<file path="config.mk">
export PLATFORM = sky130hd
export DESIGN_NAME = retstack_ctrl
export DESIGN_NICKNAME = d
export VERILOG_FILES = /design/src/rtl/rsu_pkg.sv /design/src/rtl/rsu_lifo.sv /design/src/rtl/rsu_irq_pick.sv /design/src/rtl/retstack_ctrl.sv
export SDC_FILE = /design/constraint.sdc
export NUM_CORES = 1
export LEC_CHECK = 0
export ABC_AREA = 1
export CAP_MARGIN = 0
export CORE_ASPECT_RATIO = 0.7
export CORE_MARGIN = 2
export CORE_UTILIZATION = 36
export DETAILED_ROUTE_END_ITERATION = 16
export SLEW_MARGIN = 20
export SYNTH_ARGS = -nofsm -noshare
export SYNTH_HDL_FRONTEND = slang
export SYNTH_SLANG_ARGS = --single-unit
</file>
<file path="constraint.sdc">
create_clock -name clk -period 3.6 [get_ports clk]
set_input_delay 0.72 -clock clk [delete_from_list [all_inputs] [get_ports clk]]
set_output_delay 0.72 -clock clk [all_outputs]
set_load 0.02 [all_outputs]
</file>
<file path="src/rtl/rsu_pkg.sv">
package rsu_pkg;
    typedef enum logic [0:0] {
        S_RUN   = 1'b0,
        S_DEFER = 1'b1
    } rsu_state_e;
endpackage

</file>
<file path="src/rtl/rsu_lifo.sv">
module rsu_lifo #(
    parameter int W     = 16,
    parameter int DEPTH = 8
) (
    input  logic         clk,
    input  logic         rst_n,
    input  logic         push,
    input  logic         pop,
    input  logic [W-1:0] wdata,
    output logic [W-1:0] rdata,
    output logic         full,
    output logic         empty
);
    localparam int PW = $clog2(DEPTH + 1);
    localparam int AW = (DEPTH > 1) ? $clog2(DEPTH) : 1;

    logic [W-1:0]  mem [DEPTH];
    logic [PW-1:0] cnt;
    logic [PW-1:0] top_idx;

    assign top_idx = cnt - PW'(1);
    assign rdata   = mem[top_idx[AW-1:0]];
    assign full    = (cnt == PW'(DEPTH));
    assign empty   = (cnt == '0);

    always_ff @(posedge clk) begin
        if (!rst_n) cnt <= '0;
        else if (push) cnt <= cnt + PW'(1);
        else if (pop) cnt <= cnt - PW'(1);
    end

    always_ff @(posedge clk) begin
        if (push) mem[cnt[AW-1:0]] <= wdata;
    end

    // the controller never pushes into a full stack
    p_no_push_full_r4: assert property (@(posedge clk) disable iff (!rst_n)
        !(push && full));
    // the controller never pops an empty stack
    p_no_pop_empty_r5: assert property (@(posedge clk) disable iff (!rst_n)
        !(pop && empty));
    // push and pop are never requested together
    p_push_pop_excl_r3: assert property (@(posedge clk) disable iff (!rst_n)
        !(push && pop));
    // each push raises the occupancy by one
    p_push_count_r2: assert property (@(posedge clk) disable iff (!rst_n)
        push |=> (cnt == $past(cnt) + PW'(1)));
endmodule

</file>
<file path="src/rtl/rsu_irq_pick.sv">
module rsu_irq_pick #(
    parameter int N = 4,
    parameter int W = 16
) (
    input  logic [N-1:0] req,
    output logic         any,
    output logic [W-1:0] vec
);
    logic [W-1:0] vec_tab [N];

    genvar g;
    generate
        for (g = 0; g < N; g++) begin : g_vec
            assign vec_tab[g] = W'((g + 1) * 4);
        end
    endgenerate

    always_comb begin
        any = 1'b0;
        vec = '0;
        for (int i = N - 1; i >= 0; i--) begin
            if (req[i]) begin
                any = 1'b1;
                vec = vec_tab[i];
            end
        end
    end

    // source 0 always wins when active
    always_comb begin
        if (req[0]) p_src0_wins_r7: assert (vec == W'(4));
    end
endmodule

</file>
<file path="src/rtl/retstack_ctrl.sv">
module retstack_ctrl
    import rsu_pkg::*;
#(
    parameter int PC_W  = 16,
    parameter int DEPTH = 8,
    parameter int N_IRQ = 4
) (
    input  logic              clk,
    input  logic              rst_n,
    input  logic              call_i,
    input  logic              ret_i,
    input  logic              iret_i,
    input  logic [PC_W-1:0]   target_i,
    input  logic [PC_W-1:0]   pc_i,
    input  logic [N_IRQ-1:0]  irq_i,
    output logic [PC_W-1:0]   next_pc_o,
    output logic              pc_load_o,
    output logic              irq_mask_o,
    output logic              ovf_o,
    output logic              unf_o
);
    rsu_state_e state_q, state_d;

    logic            push, pop, full, empty;
    logic [PC_W-1:0] wdata, top_data;
    logic            pick_any;
    logic [PC_W-1:0] pick_vec;
    logic            irq_ok;

    logic            load_d;
    logic [PC_W-1:0] load_val;
    logic            mask_set, mask_clr, ovf_set, unf_set;
    logic [PC_W-1:0] defer_pc_q, defer_pc_d;
    logic [PC_W-1:0] defer_vec_q, defer_vec_d;

    rsu_lifo #(.W(PC_W), .DEPTH(DEPTH)) u_stack (
        .clk   (clk),
        .rst_n (rst_n),
        .push  (push),
        .pop   (pop),
        .wdata (wdata),
        .rdata (top_data),
        .full  (full),
        .empty (empty)
    );

    rsu_irq_pick #(.N(N_IRQ), .W(PC_W)) u_pick (
        .req (irq_i),
        .any (pick_any),
        .vec (pick_vec)
    );

    assign irq_ok = pick_any && !irq_mask_o;

    // State register
    always_ff @(posedge clk) begin
        if (!rst_n) begin
            state_q     <= S_RUN;
            defer_pc_q  <= '0;
            defer_vec_q <= '0;
        end else begin
            state_q     <= state_d;
            defer_pc_q  <= defer_pc_d;
            defer_vec_q <= defer_vec_d;
        end
    end

    // Next state and actions
    always_comb begin
        state_d     = state_q;
        push        = 1'b0;
        pop         = 1'b0;
        wdata       = pc_i;
        load_d      = 1'b0;
        load_val    = next_pc_o;
        mask_set    = 1'b0;
        mask_clr    = 1'b0;
        ovf_set     = 1'b0;
        unf_set     = 1'b0;
        defer_pc_d  = defer_pc_q;
        defer_vec_d = defer_vec_q;
        unique case (state_q)
            S_RUN: begin
                if (call_i) begin
                    if (full) begin
                        ovf_set = 1'b1;
                    end else begin
                        push     = 1'b1;
                        load_d   = 1'b1;
                        load_val = target_i;
                        if (irq_ok) begin
                            state_d     = S_DEFER;
                            defer_pc_d  = target_i;
                            defer_vec_d = pick_vec;
                        end
                    end
                end else if (ret_i || iret_i) begin
                    if (empty) begin
                        unf_set = 1'b1;
                    end else begin
                        pop      = 1'b1;
                        load_d   = 1'b1;
                        load_val = top_data;
                        mask_clr = iret_i;
                    end
                end else if (irq_ok) begin
                    if (full) begin
                        ovf_set = 1'b1;
                    end else begin
                        push     = 1'b1;
                        load_d   = 1'b1;
                        load_val = pick_vec;
                        mask_set = 1'b1;
                    end
                end
            end
            S_DEFER: begin
                state_d = S_RUN;
                if (full) begin
                    ovf_set = 1'b1;
                end else begin
                    push     = 1'b1;
                    wdata    = defer_pc_q;
                    load_d   = 1'b1;
                    load_val = defer_vec_q;
                    mask_set = 1'b1;
                end
            end
            default: state_d = S_RUN;
        endcase
    end

    // Output registers
    always_ff @(posedge clk) begin
        if (!rst_n) begin
            next_pc_o  <= '0;
            pc_load_o  <= 1'b0;
            irq_mask_o <= 1'b0;
            ovf_o      <= 1'b0;
            unf_o      <= 1'b0;
        end else begin
            pc_load_o <= load_d;
            if (load_d) next_pc_o <= load_val;
            if (mask_set) irq_mask_o <= 1'b1;
            else if (mask_clr) irq_mask_o <= 1'b0;
            if (ovf_set) ovf_o <= 1'b1;
            if (unf_set) unf_o <= 1'b1;
        end
    end

    // an accepted call redirects to its target one cycle later
    p_call_load_r2: assert property (@(posedge clk) disable iff (!rst_n)
        (state_q == S_RUN && call_i && !full) |=>
        (pc_load_o && next_pc_o == $past(target_i)));
    // error flags are sticky
    p_ovf_sticky_r6: assert property (@(posedge clk) disable iff (!rst_n)
        ovf_o |=> ovf_o);
    p_unf_sticky_r6: assert property (@(posedge clk) disable iff (!rst_n)
        unf_o |=> unf_o);
    // only an interrupt-return can drop the mask
    p_mask_hold_r8: assert property (@(posedge clk) disable iff (!rst_n)
        (irq_mask_o && !iret_i) |=> irq_mask_o);
    // the deferred cycle enters the handler with the mask set
    p_defer_entry_r9: assert property (@(posedge clk) disable iff (!rst_n)
        (state_q == S_DEFER && !full) |=> (pc_load_o && irq_mask_o));
endmodule

</file>
==> results.toml <==
[floorplanning]
floorplan.initialDensity_pct = 36.8
die_width_um = 174
die_area_um2 = 21500
core.rowCount = 43
floorplan.die.height_um = 123
core_area_um2 = 19900
floorplan.io_pins = 61

[grt]
grt_first_pass_wirelength_um = 29800
overflow = 0
grt_util_all_layers_pct = 18.8
grt_start_max_net_pins = 69
initial_antenna_violation_count = 0
number_of_global_route_vias_before_repair = 5158

[synth]
synthesized_area_per_cell_um2 = 9.67
synth.yosys.warnings = 0
yosysSeqAreaShare_pct = 64.7
synth.lib_cells_used.distinct = 31
netlist_instances = 756
syn-num-nets = 799
ys_seq_elements = 172
synth_area_um2 = 7310

[power_and_ir_drop]
power.density_cell_area_nw_per_um2 = 665
power.ir.vdd_worst_uv = 358
power.static_leakage_nw = 3.43
fin_total_pwr_mw = 5.86

[setup_path]
worstPathArrival_ps = 2850
r2r-start = "u_stack.cnt[1]"
rrSetupSlack_ps = 1070
path_class = "reg2reg"
rr_endpoint = "next_pc_o[10]"
worst-r2r-cell-count = 10
worstSetupEndpointType = "flip-flop"
crit_path_launch_type = "flip-flop"
critPathRequiredTime_ps = 3920
path_max_fanout = 27

[timing]
fin_tns_setup_ps = 0
worst_tran_pin_value_ps = 904
worst_case_headroom_to_the_max_slew_limit_pct = 39.7
finalWorstSetupSlack_ps = 1070
holdWs_ps = 465
final_max_slew_viol_count = 0
clock_skew_ps = 12.2
fmaxAchievable_mhz = 395
hold_violations = 0
timing.final.crit_share_pct = 70.2
final-setup-viol-count = 0
setup_repair_after_global_routing_missed_its_margin = "false"
timing.final.crit_period_ps = 2530

[place]
place_ws_ps = 843
routability_congestion = 0.829
io_buffer_count = 60
detailed_place_hpwl_um = 12200

[routing]
drt_pre_antenna_iters = 6
detail_route.wl_per_cell_um = 17.6
vias_cell = 4.93
dr.first_iter.drc_count = 529
via_count = 5417
antenna_left = 0
postRouteWirelength_um = 19300
post-route-drc-count = 0

[cts]
cts_inserted_buffers = 17
cts_tree = "done"
root_buffer = "sky130_fd_sc_hd__clkbuf_16"
post_cts_hold_buffer_count = 0
cts_setup_buffers = 0
clock_transition_at_path_regs_ps = 70
post_cts_resize_count = 0
insertion_delay_ps = 440
tritoncts_num_sinks = 172
cts_htree_levels = 4
clock_path_buffers = 2

[finish]
area_delta_synth_final_pct = 20.5
num_antenna_cells = 0
mostFrequentLayoutCells = "sky130_fd_sc_hd__nand2_1 (259), sky130_fd_sc_hd__edfxtp_1 (128), sky130_fd_sc_hd__nand3_1 (95), sky130_fd_sc_hd__clkdlybuf4s50_1 (60), sky130_fd_sc_hd__nor2_1 (59)"
multi_input_combinational_cell_area_um2 = 2250
final-seq-area_um2 = 4730
fill_cells = 1883
layout_commonest_cell = "sky130_fd_sc_hd__nand2_1"
layout.nets = 859
post_route_cells_drive_above_1_share_pct = 9.05

[hold_path]
worstHoldEndpoint = "defer_vec_q[4]"
class_of_the_tightest_hold_or_removal_check = "reg2reg"
timing.hold.worst.start = "defer_vec_q[4]"
worst_hold_path.num_cells = 2

[run_status]
status = "completed"

[flow_run]
max_cap_violations = 0
-- routing by layer --
layer | vias up | track usage, % | share of wire, %
met4 | 0 | 4.67 | 0.83
met5 | - | 0 | 0
met2 | 189 | 26.5 | 41
met3 | 12 | 6.61 | 9.9
li1 | 2648 | - | -
met1 | 2568 | 27.4 | 48
-- cell families (layout without fill, tap and decap cells) --
kind of cell	count (synthesis)	after routing	share of synthesized area, %
fa+ha+maj	2	2	0.342
flops	172	172	64.7
compound gates	73	73	5.80
xor+xnor	4	4	0.582
simple gates	425	425	23.9
buf+inv	80	153	4.71
-- stage by stage --
stage / instances / utilization (%) / cell area (µm²)
2_1_floorplan: 756 / - / 7310
3_3_place_gp: 1067 / 41.4 / 8230
3_5_place_dp: 1067 / 41.4 / 8230
4_1_cts: 1099 / 44.3 / 8800
5_1_grt: 1099 / 44.3 / 8800
6_report: 1099 / 44.3 / 8800
-- flip-flops by register name, indices dropped and copies added (netlist names) --
signal       cells
defer_pc_q      16
defer_vec_q      3
irq_mask_o       1
next_pc_o       16
ovf_o            1
pc_load_o        1
state_q          1
u_stack.cnt      4
u_stack.mem    128
unf_o            1
-- layout make-up --
type                            count  area share (%)
Tap cell                          270            3.84
Inverter                           39            1.69
Sequential cell                   172            53.7
Multi-Input combinational cell    504            25.5
Clock buffer                       17            4.83
Clock inverter                     15            1.72
Timing Repair Buffer               82            8.70
-- power by group --
group | switching (mW) | leakage, nW | total [mW] | internal [mW]
combinational | 1.09 | 1.62 | 1.58 | 0.493
clock | 0.829 | 0.275 | 1.81 | 0.977
sequential | 0.0841 | 1.53 | 2.47 | 2.39
total | 2.00 | 3.43 | 5.86 | 3.86
-- cells in the mapped netlist --
cell type	count	area [µm²]
sky130_fd_sc_hd__a21oi_1	10	50.1
sky130_fd_sc_hd__a31oi_1	1	6.26
sky130_fd_sc_hd__buf_2	9	45.0
sky130_fd_sc_hd__buf_6	4	45.0
sky130_fd_sc_hd__clkbuf_1	28	105
sky130_fd_sc_hd__clkinv_1	1	3.75
sky130_fd_sc_hd__dfxtp_1	44	881
sky130_fd_sc_hd__edfxtp_1	128	3840
sky130_fd_sc_hd__ha_1	2	25.0
sky130_fd_sc_hd__inv_1	35	131
sky130_fd_sc_hd__inv_2	2	7.51
sky130_fd_sc_hd__inv_4	1	6.26
sky130_fd_sc_hd__nand2_1	259	972
sky130_fd_sc_hd__nand2_2	1	6.26
sky130_fd_sc_hd__nand3_1	95	475
sky130_fd_sc_hd__nand3_2	2	20.0
sky130_fd_sc_hd__nand4_1	1	6.26
sky130_fd_sc_hd__nor2_1	59	221
sky130_fd_sc_hd__nor2_2	2	12.5
sky130_fd_sc_hd__nor3_1	4	20.0
sky130_fd_sc_hd__o211ai_1	3	22.5
sky130_fd_sc_hd__o21ai_0	44	220
sky130_fd_sc_hd__o21ai_2	9	78.8
sky130_fd_sc_hd__o21bai_1	1	7.51
sky130_fd_sc_hd__o21bai_2	1	11.3
sky130_fd_sc_hd__o22ai_1	3	18.8
sky130_fd_sc_hd__o2bb2ai_1	1	8.76
sky130_fd_sc_hd__or2_1	2	12.5
sky130_fd_sc_hd__xnor2_1	1	8.76
sky130_fd_sc_hd__xnor2_2	1	16.3
sky130_fd_sc_hd__xor2_1	2	17.5
-- how the worst max path moves through the flow --
stage | from | to | slack, ps | cells past startpoint
finish | u_stack.cnt[1] | next_pc_o[10] | 1070 | 10
global route | u_stack.cnt[1] | next_pc_o[10] | 920 | 10
CTS | u_stack.cnt[1] | next_pc_o[10] | 1120 | 10
detailed placement | irq_i[0] | u_stack.mem[6][11] | 840 | 8
global placement | irq_i[0] | u_stack.mem[6][11] | 860 | 8
floorplan | u_stack.cnt[0] | u_stack.mem[1][0] | 370 | 11
-- worst max-delay path, cell delays in order, from the launching register on --
cell and delay (ps):
sky130_fd_sc_hd__dfxtp_1 460, sky130_fd_sc_hd__inv_1 130, sky130_fd_sc_hd__ha_1 520, sky130_fd_sc_hd__buf_4 400, sky130_fd_sc_hd__nand3_1 130, sky130_fd_sc_hd__nand2_1 100, sky130_fd_sc_hd__nand2_1 80, sky130_fd_sc_hd__nand3_1 150
sky130_fd_sc_hd__o21ai_0 160, sky130_fd_sc_hd__nor2_1 210, sky130_fd_sc_hd__nor2_1 80
(Power assumes the default switching activity.)
